--- config.mk ---
export PLATFORM = sky130hd
export DESIGN_NAME = irq_deliver_ctrl
export DESIGN_NICKNAME = d
export VERILOG_FILES = /design/src/rtl/irqd_pkg.sv /design/src/rtl/irqd_req_latch.sv /design/src/rtl/irqd_arbiter.sv /design/src/rtl/irqd_cause_reg.sv /design/src/rtl/irq_deliver_ctrl.sv
export SDC_FILE = /design/constraint.sdc
export NUM_CORES = 1
export LEC_CHECK = 0
export BUFFER_PORTS_ARGS = -buffer_cell sky130_fd_sc_hd__buf_2
export CORE_UTILIZATION = 40
export DETAILED_ROUTE_END_ITERATION = 16
export PLACE_DENSITY = 0.72
export SLEW_MARGIN = 25
export SYNTH_ARGS = -nofsm -noshare
export SYNTH_HDL_FRONTEND = slang
export SYNTH_SLANG_ARGS = --single-unit
--- constraint.sdc ---
create_clock -name clk -period 1.9 [get_ports clk]
set_input_delay 0 -clock clk [delete_from_list [all_inputs] [get_ports clk]]
set_output_delay 0 -clock clk [all_outputs]
set_load 0.05 [all_outputs]
--- src/rtl/irqd_pkg.sv ---
package irqd_pkg;

    // Level path occupancy
    typedef enum logic [1:0] {
        LVL_IDLE = 2'd0,
        LVL_REQ  = 2'd1,
        LVL_EOI  = 2'd2
    } lvl_state_e;

    // What a boundary decided to do
    typedef enum logic [2:0] {
        SVC_NONE     = 3'd0,
        SVC_RST      = 3'd1,
        SVC_NMI      = 3'd2,
        SVC_LVL_TAKE = 3'd3,
        SVC_LVL_HOLD = 3'd4,
        SVC_LVL_EOI  = 3'd5
    } svc_kind_e;

    typedef struct packed {
        logic       rst;
        logic       nmi;
        lvl_state_e lvl;
    } pend_t;

    function automatic logic svc_touches_cause(svc_kind_e k);
        return (k == SVC_LVL_TAKE) || (k == SVC_LVL_HOLD) || (k == SVC_LVL_EOI);
    endfunction

    function automatic logic svc_keeps_armed(svc_kind_e k);
        return (k == SVC_LVL_HOLD);
    endfunction

    function automatic logic svc_is_nmi_rst(svc_kind_e k);
        return (k == SVC_RST) || (k == SVC_NMI);
    endfunction

endpackage

--- src/rtl/irqd_req_latch.sv ---
module irqd_req_latch
    import irqd_pkg::*;
#(
    parameter int unsigned IP_W  = 6,
    parameter int unsigned LVL_W = 8
) (
    input  logic            clk,
    input  logic            rst,
    input  logic            rst_req_i,
    input  logic            nmi_req_i,
    input  logic            lvl_valid_i,
    input  logic [LVL_W-1:0] lvl_value_i,
    input  logic            eval_i,
    input  svc_kind_e       svc_i,
    output pend_t           pend_o,
    output logic [IP_W-1:0] lvl_ip_o,
    output logic            armed_o,
    output logic            req_any_o
);

    logic            lvl_nonzero;
    logic [IP_W-1:0] lvl_ip_in;

    assign lvl_nonzero = |lvl_value_i;

    generate
        if (LVL_W >= IP_W) begin : g_slice
            assign lvl_ip_in = lvl_value_i[IP_W-1:0];
        end else begin : g_extend
            assign lvl_ip_in = {{(IP_W-LVL_W){1'b0}}, lvl_value_i};
        end
    endgenerate

    assign req_any_o = rst_req_i | nmi_req_i | lvl_valid_i;

    pend_t           pend_q;
    logic [IP_W-1:0] lvl_ip_q;
    logic            armed_q;

    always_ff @(posedge clk) begin
        if (rst) begin
            pend_q   <= '{rst: 1'b0, nmi: 1'b0, lvl: LVL_IDLE};
            lvl_ip_q <= '0;
            armed_q  <= 1'b0;
        end else begin
            // retire whatever the boundary served
            case (svc_i)
                SVC_RST:      pend_q.rst <= 1'b0;
                SVC_NMI:      pend_q.nmi <= 1'b0;
                SVC_LVL_TAKE: pend_q.lvl <= LVL_IDLE;
                SVC_LVL_EOI:  pend_q.lvl <= LVL_IDLE;
                default: ;
            endcase
            // capture new requests
            if (rst_req_i) pend_q.rst <= 1'b1;
            if (nmi_req_i) pend_q.nmi <= 1'b1;
            if (lvl_valid_i) begin
                pend_q.lvl <= lvl_nonzero ? LVL_REQ : LVL_EOI;
                lvl_ip_q   <= lvl_ip_in;
            end
            // arming of the next evaluation
            if (req_any_o)
                armed_q <= 1'b1;
            else if (eval_i && !svc_keeps_armed(svc_i))
                armed_q <= 1'b0;
        end
    end

    assign pend_o   = pend_q;
    assign lvl_ip_o = lvl_ip_q;
    assign armed_o  = armed_q;

endmodule

--- src/rtl/irqd_arbiter.sv ---
module irqd_arbiter
    import irqd_pkg::*;
#(
    parameter int unsigned IP_W = 6
) (
    input  logic            boundary_i,
    input  logic            armed_i,
    input  logic            req_any_i,
    input  pend_t           pend_i,
    input  logic [IP_W-1:0] lvl_ip_i,
    input  logic            sr_ie_i,
    input  logic [IP_W-1:0] sr_im_i,
    output logic            eval_o,
    output svc_kind_e       svc_o,
    output logic [IP_W-1:0] ip_next_o
);

    logic deliverable;

    // a fresh request restarts the wait for a boundary
    assign eval_o      = boundary_i & armed_i & ~req_any_i;
    assign deliverable = sr_ie_i & (|(lvl_ip_i & sr_im_i));

    always_comb begin
        svc_o     = SVC_NONE;
        ip_next_o = '0;
        if (eval_o) begin
            if (pend_i.rst) begin
                svc_o = SVC_RST;
            end else if (pend_i.nmi) begin
                svc_o = SVC_NMI;
            end else if (pend_i.lvl == LVL_REQ) begin
                ip_next_o = lvl_ip_i;
                svc_o     = deliverable ? SVC_LVL_TAKE : SVC_LVL_HOLD;
            end else if (pend_i.lvl == LVL_EOI) begin
                svc_o = SVC_LVL_EOI;
            end
        end
    end

endmodule

--- src/rtl/irqd_cause_reg.sv ---
module irqd_cause_reg
    import irqd_pkg::*;
#(
    parameter int unsigned IP_W = 6
) (
    input  logic            clk,
    input  logic            rst,
    input  svc_kind_e       svc_i,
    input  logic [IP_W-1:0] ip_next_i,
    output logic [IP_W-1:0] cause_ip_o
);

    logic [IP_W-1:0] ip_q;

    always_ff @(posedge clk) begin
        if (rst)
            ip_q <= '0;
        else if (svc_touches_cause(svc_i))
            ip_q <= ip_next_i;
    end

    assign cause_ip_o = ip_q;

endmodule

--- src/rtl/irq_deliver_ctrl.sv ---
module irq_deliver_ctrl
    import irqd_pkg::*;
#(
    parameter int unsigned IP_W  = 6,
    parameter int unsigned LVL_W = 8
) (
    input  logic             clk,
    input  logic             rst,
    input  logic             rst_req_i,
    input  logic             nmi_req_i,
    input  logic             lvl_valid_i,
    input  logic [LVL_W-1:0] lvl_value_i,
    input  logic             boundary_i,
    input  logic             sr_ie_i,
    input  logic [IP_W-1:0]  sr_im_i,
    output logic [IP_W-1:0]  cause_ip_o,
    output logic             nmi_rst_exc_o,
    output logic             int_exc_o
);

    pend_t           pend;
    logic [IP_W-1:0] lvl_ip;
    logic            armed;
    logic            req_any;
    logic            eval;
    svc_kind_e       svc;
    logic [IP_W-1:0] ip_next;

    irqd_req_latch #(.IP_W(IP_W), .LVL_W(LVL_W)) u_latch (
        .clk         (clk),
        .rst         (rst),
        .rst_req_i   (rst_req_i),
        .nmi_req_i   (nmi_req_i),
        .lvl_valid_i (lvl_valid_i),
        .lvl_value_i (lvl_value_i),
        .eval_i      (eval),
        .svc_i       (svc),
        .pend_o      (pend),
        .lvl_ip_o    (lvl_ip),
        .armed_o     (armed),
        .req_any_o   (req_any)
    );

    irqd_arbiter #(.IP_W(IP_W)) u_arb (
        .boundary_i (boundary_i),
        .armed_i    (armed),
        .req_any_i  (req_any),
        .pend_i     (pend),
        .lvl_ip_i   (lvl_ip),
        .sr_ie_i    (sr_ie_i),
        .sr_im_i    (sr_im_i),
        .eval_o     (eval),
        .svc_o      (svc),
        .ip_next_o  (ip_next)
    );

    irqd_cause_reg #(.IP_W(IP_W)) u_cause (
        .clk        (clk),
        .rst        (rst),
        .svc_i      (svc),
        .ip_next_i  (ip_next),
        .cause_ip_o (cause_ip_o)
    );

    assign nmi_rst_exc_o = svc_is_nmi_rst(svc);
    assign int_exc_o     = (svc == SVC_LVL_TAKE);

endmodule

# Word level (Yosys, flattened, before mapping)
# Index checks and enable logic that the tools add are counted.
# totals
register_bits	17
in_bits	21
word_cells	51
# classes
eq_ne	7
n_mux	19
n_bitwise	7
n_reduce_logical	12
# op_table
operator	count
$mux W6	4
$mux W3	6
$reduce_bool A2 Y1	4
$reduce_or A8 Y1	1
$and A6 B6 Y6	1
$eq A3 B2 Y1 const B	2
$eq A3 B3 Y1 const B	2
$mux W1	6
$mux W2	3
$reduce_or A6 Y1	1
$and A1 B1 Y1	3
$eq A3 B1 Y1 const B	1
$logic_or A1 B1 Y1	3
$eq A2 B1 Y1 const B	1
$eq A2 B2 Y1 const B	1
$or A1 B1 Y1	2
$reduce_or A2 Y1	1
$logic_and A1 B1 Y1	1
$logic_not A1 Y1	1
$not A1 Y1	1

# Longest topological paths before layout
# Gate-level depths: netlist of the first run.
# logic_depth
word_depth	13
mapped_depth	5

# Cells and area by module
# A second synthesis of the first run with hierarchy kept.
# unflattened
hier_cells	101
hier_area_um2	963.4
# modules_own_cells
mod	instances	cells_per_inst	area_each_um2
irqd_req_latch	1	47	461.7
irqd_cause_reg	1	28	285.3
irqd_arbiter	1	22	196.4
irq_deliver_ctrl	1	4	20.0

# Worst setup path after synthesis of the first run
# No wires, ideal clock.
# synth_path
path_type	flip-flop to output port
startpoint	register u_latch.pend_q, in the netlist u_latch.pend_o[2]
endpoint	output int_exc_o
t_arrival_ps	1617
setup_slack_ps	283
stages_incl_launch_ff	5
n_path_buf	0
cell_sequence	dfxtp_1 -> nor2_1 -> nand4_4 -> nor3b_2 -> nor2b_1
# synth_via
elab_chain_len	4
# synth_rtl
item	line	source
start: declaration	irqd_req_latch.sv:36	pend_t pend_q;
start signal: assignment	irqd_req_latch.sv:42	pend_q <= '{rst: 1'b0, nmi: 1'b0, lvl: LVL_IDLE};
$mux W3	irqd_arbiter.sv:30	end else if (pend_i.nmi) begin
$mux W3	irqd_arbiter.sv:28	if (pend_i.rst) begin
$mux W3	irqd_arbiter.sv:27	if (eval_o) begin
$eq A3 B2 Y1	irq_deliver_ctrl.sv:66	assign int_exc_o = (svc == SVC_LVL_TAKE);
end: declaration	irq_deliver_ctrl.sv:18	output logic int_exc_o
# Every way passes these cells.

# Worst setup path in the final report of the first run
# layout_path
startpoint	input nmi_req_i
endpoint	output int_exc_o
# layout_via
elab_chain_len	6
# layout_rtl
item	line	source
start: declaration	irq_deliver_ctrl.sv:10	input logic nmi_req_i,
$or A1 B1 Y1 (2 in series)	irqd_req_latch.sv:34	assign req_any_o = rst_req_i | nmi_req_i | lvl_valid_i;
$not A1 Y1	irqd_arbiter.sv:21	assign eval_o = boundary_i & armed_i & ~req_any_i;
$and A1 B1 Y1	irqd_arbiter.sv:21	
$mux W3	irqd_arbiter.sv:27	
$eq A3 B2 Y1	irq_deliver_ctrl.sv:66	
# Every way passes these cells.

==> results of run 1 <==
[worst min-delay path, delay by kind of cell]
family	cells	cell delay (ns)
AOI/OAI and AO/OA	1	0.11
and+or+nand+nor	2	0.10
buffers and inverters	1	0.10
[flip-flops by register name, summed over array words and instances, names as in the netlist]
signal              flops
u_cause.cause_ip_o      6
u_latch.armed_o         1
u_latch.pend_o          4
u_latch.lvl_ip_o        6
[how the worst min path moves through the flow]
| stage | from | end | slack [ns] | depth (start not counted) |
|---|---|---|---|---|
| 6_report | lvl_value_i[7] | u_latch.pend_o[1] | 0.05 | 4 |
| 3_3_place_gp | lvl_value_i[2] | u_latch.lvl_ip_o[2] | 0.25 | 3 |
| 4_1_cts | lvl_value_i[7] | u_latch.pend_o[1] | 0.05 | 4 |
| 2_1_floorplan | rst_req_i | u_latch.pend_o[3] | 0.12 | 2 |
| 3_5_place_dp | lvl_value_i[0] | u_latch.lvl_ip_o[0] | 0.27 | 3 |
| 5_1_grt | lvl_value_i[7] | u_latch.pend_o[1] | 0.04 | 4 |
[kinds of logic after synthesis]
logic type             after synthesis  share of synthesized area, %
buffers and inverters               15                          8.02
AO/OA/AOI/OAI                       24                          21.6
flip-flops                          17                          39.0
AND/OR/NAND/NOR                     32                          24.5
multiplexers                         6                          6.88
[placed cells by master, fill, tap and decap left out, types with 2 or more instances in the layout]
| master | n |
|---|---|
| o32ai_1 | 6 |
| nor2_1 | 10 |
| a22oi_1 | 3 |
| nand2_1 | 7 |
| o22a_1 | 6 |
| clkbuf_4 | 3 |
| nand3_1 | 2 |
| buf_2 | 28 |
| dlygate4sd3_1 | 8 |
| a21oi_2 | 2 |
| nand2b_1 | 2 |
| inv_1 | 9 |
| a21oi_1 | 4 |
| mux2i_1 | 6 |
| dfxtp_1 | 17 |
[metal layers]
metal	global-route usage [%]	share of wire, %	wire length [um]	vias up
met4	7.35	0.50	10	0
met3	4.72	6.7	134	2
met5	0	0	0	-
li1	-	-	-	410
met2	31.5	49	985	28
met1	22.2	43	861	383
[what timing repair did]
action | in CTS | in global routing
buffers inserted | 0 | 0
endpoints found under the hold margin | 8 | 0
hold buffers | 8 | 0
[layout make-up]
cell class / count / area, sq um / area share [%]
Inverter: 9 / 33.8 / 3.00
Clock inverter: 1 / 5.00 / 0.444
Timing Repair Buffer: 37 / 228 / 20.2
Tap cell: 27 / 33.8 / 3.00
Sequential cell: 17 / 340 / 30.2
Multi-Input combinational cell: 62 / 463 / 41.1
Clock buffer: 3 / 22.5 / 2.00
[power by group]
| group | total, mW | leakage [nW] | internal, mW | switching, mW |
|---|---|---|---|---|
| sequential | 0.385 | 0.140 | 0.370 | 0.0142 |
| combinational | 0.107 | 0.314 | 0.0524 | 0.0545 |
| clock | 0.194 | 0.0177 | 0.0783 | 0.116 |
| total | 0.685 | 0.471 | 0.501 | 0.184 |
==> run metrics, run 1 <==
fmax=roughly 550 MHz; worst slew pin tran=approximately 0.36 ns; CP endpoint=int_exc_o; Max clock buf depth=2; # diodes=0; H-tree Lvls=1; Routed WL=approximately 2 mm; FFs w/ async S/R, synth=0%; post-synthesis net count=between 100 and 150; final worst-path setup slack=around 0.094 ns; CP Class=input port to output port; PortBufs=28; leakage power=around 0.47 nW; Unique masters post-synth=31; 1st-iter DRT viols=23; I/O pin count=29; CP required=1.90 ns; vias in the first global route=751; Final HPWL DP=between 1 and 1.5 mm; CTS resizes=0; #FFs+latches synth=17; CTS Sinks=17; Yosys top cell area share=39.0%; # placed instances=roughly 140; count leader, synth=dfxtp_1; core area=between 0.002 and 0.0025 sq mm; Worst path top cell family by delay=buffers and inverters; largest net degree at the start of global routing=20; Layout Skew=around 0.0026 ns; fill cell count=200; Initial Utilization=43.6%; Nets=roughly 150; CP dominant cell by count=buf_2; status=complete, no violations; DR vias/cell=approximately 5.3; period utilisation layout=95.1%; VDD IR max=between 300 and 400 uV; GRT Overall Usage=~19%; Critical Path AT=~1.8 ns; CP Buf/Inv Count=3; final core occ=a little under three fifths; Critical Path Source=nmi_req_i; Worst setup SP type=input port; Crit-path slowest cell=dlygate4sd3_1; layout cells sized above 1=approximately a third; unrepaired setup endpoints after global routing=false; dpl ws=roughly 0.51 ns; stages on the worst setup path=7; R2R setup slack=around 0.57 ns; final slew viol count=0; die width=around 50 um; Core Rows=16; WL/cell=12.8 um; post-synthesis cell count=94; Root Buffer=clkbuf_4; Post-DRT Antenna Nets=0; number of CTS-inserted buffers=3; post-synthesis sequential area ratio=39.0%; via count=about 820; Max-Cap Viols=0; residual DRC count=0; crit-path max FO=9; crit path time final=1.81 ns; initial antenna violation count=0; critical path endpoint category=output port; cell depth of the worst flop-to-flop path=4; global-route wire length before repair=about 3.3 mm; most common flop cell mapped by yosys=dfxtp_1; R2R Path End=u_cause.cause_ip_o[2]; CTS tree=done; commonest cells in the netlist=dfxtp_1 (17), nor2_1 (10), inv_1 (9), nand2_1 (7); RR Startpoint=u_latch.pend_o[3]; Syn. warnings=0; power density cells=between 600 and 700 mW/mm^2; DIE HEIGHT=between 40 and 50 um; Post-synth EDFFs=0; Max transition margin=76.3%; total gr overflow=0; Final Hold Viols=0; critical path's largest stage delay=0.54 ns; final instance area=around 0.0011 sq mm; Reg clk slew, reported paths=0.10 ns; setup_tns=0 ns; Post-Syn Area=between 800 and 900 sq um; area grow syn2layout=28.9%; Final Non-Filler Cells=roughly 160; total power=~0.7 mW; Placed Area=0.00102 sq mm; Mean Syn Cell Area=~9.3 sq um; drt first pass iters=4; setup violators final=0; die area=around 0.0024 sq mm; Synth area leaders=dfxtp_1 (39%), mux2i_1 (6.9%), o22a_1 (6.0%); Final GP Congestion=0.788; HP Class=input port to flip-flop; area leader, netlist=dfxtp_1; WHS=roughly 0.053 ns; worst path cell trace=dlygate4sd3_1 > buf_2 > nor3_4 > nand4_4 > nor3b_2 > nor2b_1 > buf_2; Worst-Skew Late Latency=about 0.29 ns
No activity file was read; power rests on OpenSTA's default activity.
==> inputs of run 2 (changes only) <==
--- a/config.mk
+++ b/config.mk
@@ -9,6 +9,7 @@
 export CORE_UTILIZATION = 40
 export DETAILED_ROUTE_END_ITERATION = 16
 export PLACE_DENSITY = 0.72
+export REMOVE_ABC_BUFFERS = 1
 export SLEW_MARGIN = 25
 export SYNTH_ARGS = -nofsm -noshare
 export SYNTH_HDL_FRONTEND = slang
==> run metrics, run 2 (synthesized netlist as in run 1, its figures left out) <==
Final Hold Viols=0; Core Rows=16; Max transition margin=77.3%; layout cells sized above 1=33.1%; CTS tree=done; GRT Overall Usage=roughly 18%; Layout Skew=~0.0044 ns; vias in the first global route=between 700 and 800; Placed Area=about 0.001 sq mm; Int Pwr=roughly 0.5 mW; unrepaired setup endpoints after global routing=false; Final HPWL DP=1.50 mm; CP required=1.90 ns; total gr overflow=0; sw frac=a little over a quarter; # diodes=0; final worst-path setup slack=0.159 ns; total power=between 0.6 and 0.7 mW; die width=roughly 50 um; I/O pin count=29; # placed instances=roughly 140; crit path time final=between 1.5 and 2 ns; Reg clk slew, reported paths=around 0.090 ns; 1st-iter DRT viols=23; VDD IR max=around 380 uV; Final Non-Filler Cells=about 150; Clock power frac=28.2%; HP Class=input port to flip-flop; Nets=149; CTS Sinks=17; fmax=around 570 MHz; Max-Cap Viols=0; H-tree Lvls=1; leakage power=0.459 nW; DIE HEIGHT=between 40 and 50 um; Crit-path slowest cell=dlygate4sd3_1; NetSw=between 0.15 and 0.2 mW; die area=~0.0024 sq mm; CP Buf/Inv Count=3; CP Class=input port to output port; DR vias/cell=roughly 5.2; Worst path top cell family by delay=buffers and inverters; critical path's largest stage delay=between 0.5 and 0.6 ns; worst slew pin tran=0.341 ns; area grow syn2layout=26.8%; period utilisation layout=between 90% and 100%; Root Buffer=clkbuf_4; final core occ=55.3%; drt first pass iters=4; fill cell count=210; Critical Path AT=1.74 ns; number of CTS-inserted buffers=3; Max clock buf depth=2; WL/cell=between 10 and 15 um; residual DRC count=0; sequential share of power=between 50% and 60%; WHS=0.0112 ns; crit-path max FO=9; Final GP Congestion=between 0.8 and 0.9; Comb power frac=15.3%; Worst setup SP type=input port; Post-CTS Setup Inserts=0; final instance area=0.00111 sq mm; via count=~800; commonest non-fill, non-tap cell in the layout=buf_2; largest net degree at the start of global routing=20; most frequent cells in the layout=buf_2 (27), dfxtp_1 (17), nor2_1 (10), inv_1 (9), nand2_1 (7); Worst-Skew Late Latency=between 0.2 and 0.3 ns; final slew viol count=0; global-route wire length before repair=3.26 mm; worst path cell trace=dlygate4sd3_1 > buf_2 > nor3_4 > nand4_4 > nor3b_2 > nor2b_1 > clkbuf_4; Routed WL=1.89 mm; critical path endpoint category=output port; Post-DRT Antenna Nets=0; Initial Utilization=a little over two fifths; initial antenna violation count=0; status=complete, no violations; power density cells=roughly 610 mW/mm^2; dpl ws=between 0.5 and 0.6 ns; core area=approximately 0.002 sq mm; setup violators final=0; PortBufs=28; setup_tns=0 ns
run 2: cell count changes in the layout (fill, tap and decap cells not counted):
cell and change:
clkinv_2 -1, dlygate4sd3_1 -2, clkbuf_4 +1, buf_2 -1, clkbuf_1 +1
run 2: path summary, 6_finish.rpt:
check	slack [ns]	startpoint	to	cells after the start
worst min register to register	0.49	u_latch.pend_o[2]	u_latch.pend_o[2]	2
worst min-delay path	0.01	rst_req_i	u_latch.pend_o[3]	3
worst max-delay path	0.16	nmi_req_i	int_exc_o	7
worst max register to register	0.62	u_latch.pend_o[3]	u_cause.cause_ip_o[3]	4
run 2: area by class of cell:
cell class              count  area, sq um  area share, %
multi-input cells          62          463           41.8
flip-flops and latches     17          340           30.7
repair buffers             35          210           19.0
inverters                   9         33.8           3.05
well taps                  27         33.8           3.05
clock buffers               4         26.3           2.37
run 2: what timing repair did:
item,CTS,global route
resized for setup,0,1
hold buffers,6,0
setup endpoints to repair,0,1
endpoints found under the hold margin,6,0
run 2: power by group through the flow:
stage | combinational, mW | sequential (mW) | clock, mW
final | 0.104 | 0.384 | 0.191
after global routing | 0.114 | 0.386 | 0.213
after CTS | 0.104 | 0.384 | 0.196
after detailed placement | 0.0948 | 0.392 | 0
after global placement | 0.0904 | 0.391 | 0
after floorplan | 0.0429 | 0.393 | 0
run 2: per-layer routing:
layer / track usage (%) / wire length, um / vias to the layer above
met2: 30.1 / 958 / 20
met3: 1.89 / 76 / 4
met1: 21.5 / 816 / 378
li1: - / - / 406
met4: 11.3 / 37 / 0
met5: 0 / 0 / -
run 2: worst register-to-register path: cells and delay by family (launching register included):
family	cells	cell delay [ns]
AOI/OAI and AO/OA	2	0.42
and+or+nand+nor	2	0.41
DFF	1	0.33
==> inputs of run 3 (changes only) <==
--- a/config.mk
+++ b/config.mk
@@ -6,6 +6,7 @@
 export NUM_CORES = 1
 export LEC_CHECK = 0
 export BUFFER_PORTS_ARGS = -buffer_cell sky130_fd_sc_hd__buf_2
+export CORE_ASPECT_RATIO = 1.1
 export CORE_UTILIZATION = 40
 export DETAILED_ROUTE_END_ITERATION = 16
 export PLACE_DENSITY = 0.72
==> run metrics, run 3 (synthesized netlist as in run 1, its figures left out) <==
total power=slightly below 0.7 mW; commonest non-fill, non-tap cell in the layout=buf_2; residual DRC count=0; Final Hold Viols=0; Final HPWL DP=1.33 mm; H-tree Lvls=1; Max clock buf depth=2; status=complete, no violations; setup_tns=0 ns; I/O pin count=29; number of CTS-inserted buffers=3; die width=between 40 and 50 um; Register Area=about 340 sq um; vias in the first global route=744; critical path endpoint category=output port; leakage power=0.471 nW; total gr overflow=0; 1st-iter DRT viols=9; CP dominant cell by count=buf_2; Endpoint, Worst Hold=u_latch.pend_o[1]; largest net degree at the start of global routing=20; Routed WL=approximately 1.8 mm; layout cells sized above 1=33.3%; Worst-Skew Late Latency=0.29 ns; Root Buffer=clkbuf_4; global-route wire length before repair=2.98 mm; Initial Utilization=approximately 43%; CP Buf/Inv Count=3; cell depth of the worst flop-to-flop path=4; most frequent cells in the layout=buf_2 (28), dfxtp_1 (17), nor2_1 (10), inv_1 (9), dlygate4sd3_1 (8); worst slew pin tran=0.353 ns; core area=approximately 0.0020 sq mm; WL/cell=about 12 um; CTS Sinks=17; Final GP Congestion=roughly 0.84; PortBufs=28; CP required=between 1.5 and 2 ns; HP Start=lvl_value_i[7]; HP Class=input port to flip-flop; crit-path max FO=9; die area=around 0.0024 sq mm; Nets=around 150; initial antenna violation count=0; Final Non-Filler Cells=157; # placed instances=between 100 and 150; GRT Overall Usage=roughly 17%; unrepaired setup endpoints after global routing=false; critical path's largest stage delay=about 0.54 ns; drt first pass iters=4; crit path time final=about 1.8 ns; Worst setup SP type=input port; DR vias/cell=approximately 5.0; worst path cell trace=dlygate4sd3_1 > buf_2 > nor3_4 > nand4_4 > nor3b_2 > nor2b_1 > buf_2; CP Class=input port to output port; via count=792; Hold Path Stages=4; power density cells=~600 mW/mm^2; Reg clk slew, reported paths=0.10 ns; period utilisation layout=a little over nine tenths; VDD IR max=around 400 uV; # diodes=0; Crit-path slowest cell=dlygate4sd3_1; RR Startpoint=u_latch.pend_o[2]; setup violators final=0; Multi-input gate area=463 sq um; Critical Path AT=approximately 1.8 ns; DIE HEIGHT=roughly 50 um; fill cell count=between 200 and 250; final core occ=a little under three fifths; Worst path top cell family by delay=buffers and inverters; Layout Skew=about 0.0023 ns; R2R setup slack=between 0.6 and 0.7 ns; final instance area=about 0.0011 sq mm; area grow syn2layout=29.1%; Post-DRT Antenna Nets=0; R2R Path End=u_latch.armed_o; CTS tree=done; Max transition margin=76.5%; Max-Cap Viols=0; final slew viol count=0; fmax=549 MHz; Placed Area=around 0.0010 sq mm; CTS resizes=0; Core Rows=17
run 3: repair_timing:
item,CTS,global route
hold buffers,8,0
setup endpoints to repair,0,0
endpoints found under the hold margin,8,0
buffers inserted,0,0
run 3: power breakdown:
| group | internal (mW) | switching, mW | leakage, nW | total (mW) |
|---|---|---|---|---|
| clock | 0.0781 | 0.116 | 0.0177 | 0.195 |
| combinational | 0.0525 | 0.0545 | 0.314 | 0.107 |
| sequential | 0.371 | 0.0120 | 0.140 | 0.383 |
| total | 0.501 | 0.183 | 0.471 | 0.684 |
run 3: metrics by stage:
| stage | hold WS (ns) | worst slack [ns] |
|---|---|---|
| after CTS | 0.0563 | 0.0935 |
| after floorplan | 0.0691 | 0.283 |
| after detailed placement | 0.263 | 0.505 |
| final | 0.0643 | 0.0778 |
| after global placement | 0.250 | 0.571 |
| after global routing | 0.0620 | 0.0138 |
run 3: worst max path at each step:
stage | startpoint | endpoint | slack, ns | cells after the start
2_1_floorplan | u_latch.pend_o[2] | int_exc_o | 0.28 | 4
3_3_place_gp | u_latch.pend_o[2] | int_exc_o | 0.57 | 5
3_5_place_dp | u_latch.pend_o[2] | int_exc_o | 0.51 | 5
4_1_cts | nmi_req_i | int_exc_o | 0.09 | 7
5_1_grt | nmi_req_i | int_exc_o | 0.01 | 7
6_report | nmi_req_i | int_exc_o | 0.08 | 7
run 3: worst reg2reg max path, delay by kind of cell (launching register included):
family	cells	cell delay, ns
compound gates	1	0.20
simple gates	3	0.70
flops	1	0.33
run 3: cell type report:
cell class | count | share of cell area [%]
tap | 28 | 3.11
inverter | 9 | 3.00
sequential | 17 | 30.2
multi-input combinational | 62 | 41.1
clock buffer | 3 | 2.00
clock inverter | 1 | 0.444
timing repair buffer | 37 | 20.2
run 3: layer usage:
layer / part of all wire (%) / wire length [um] / GRT usage, %
met1: 44 / 820 / 19.8
met2: 51 / 939 / 27.3
met3: 2.6 / 48 / 4.24
met4: 1.9 / 35 / 10.8
met5: 0 / 0 / 0
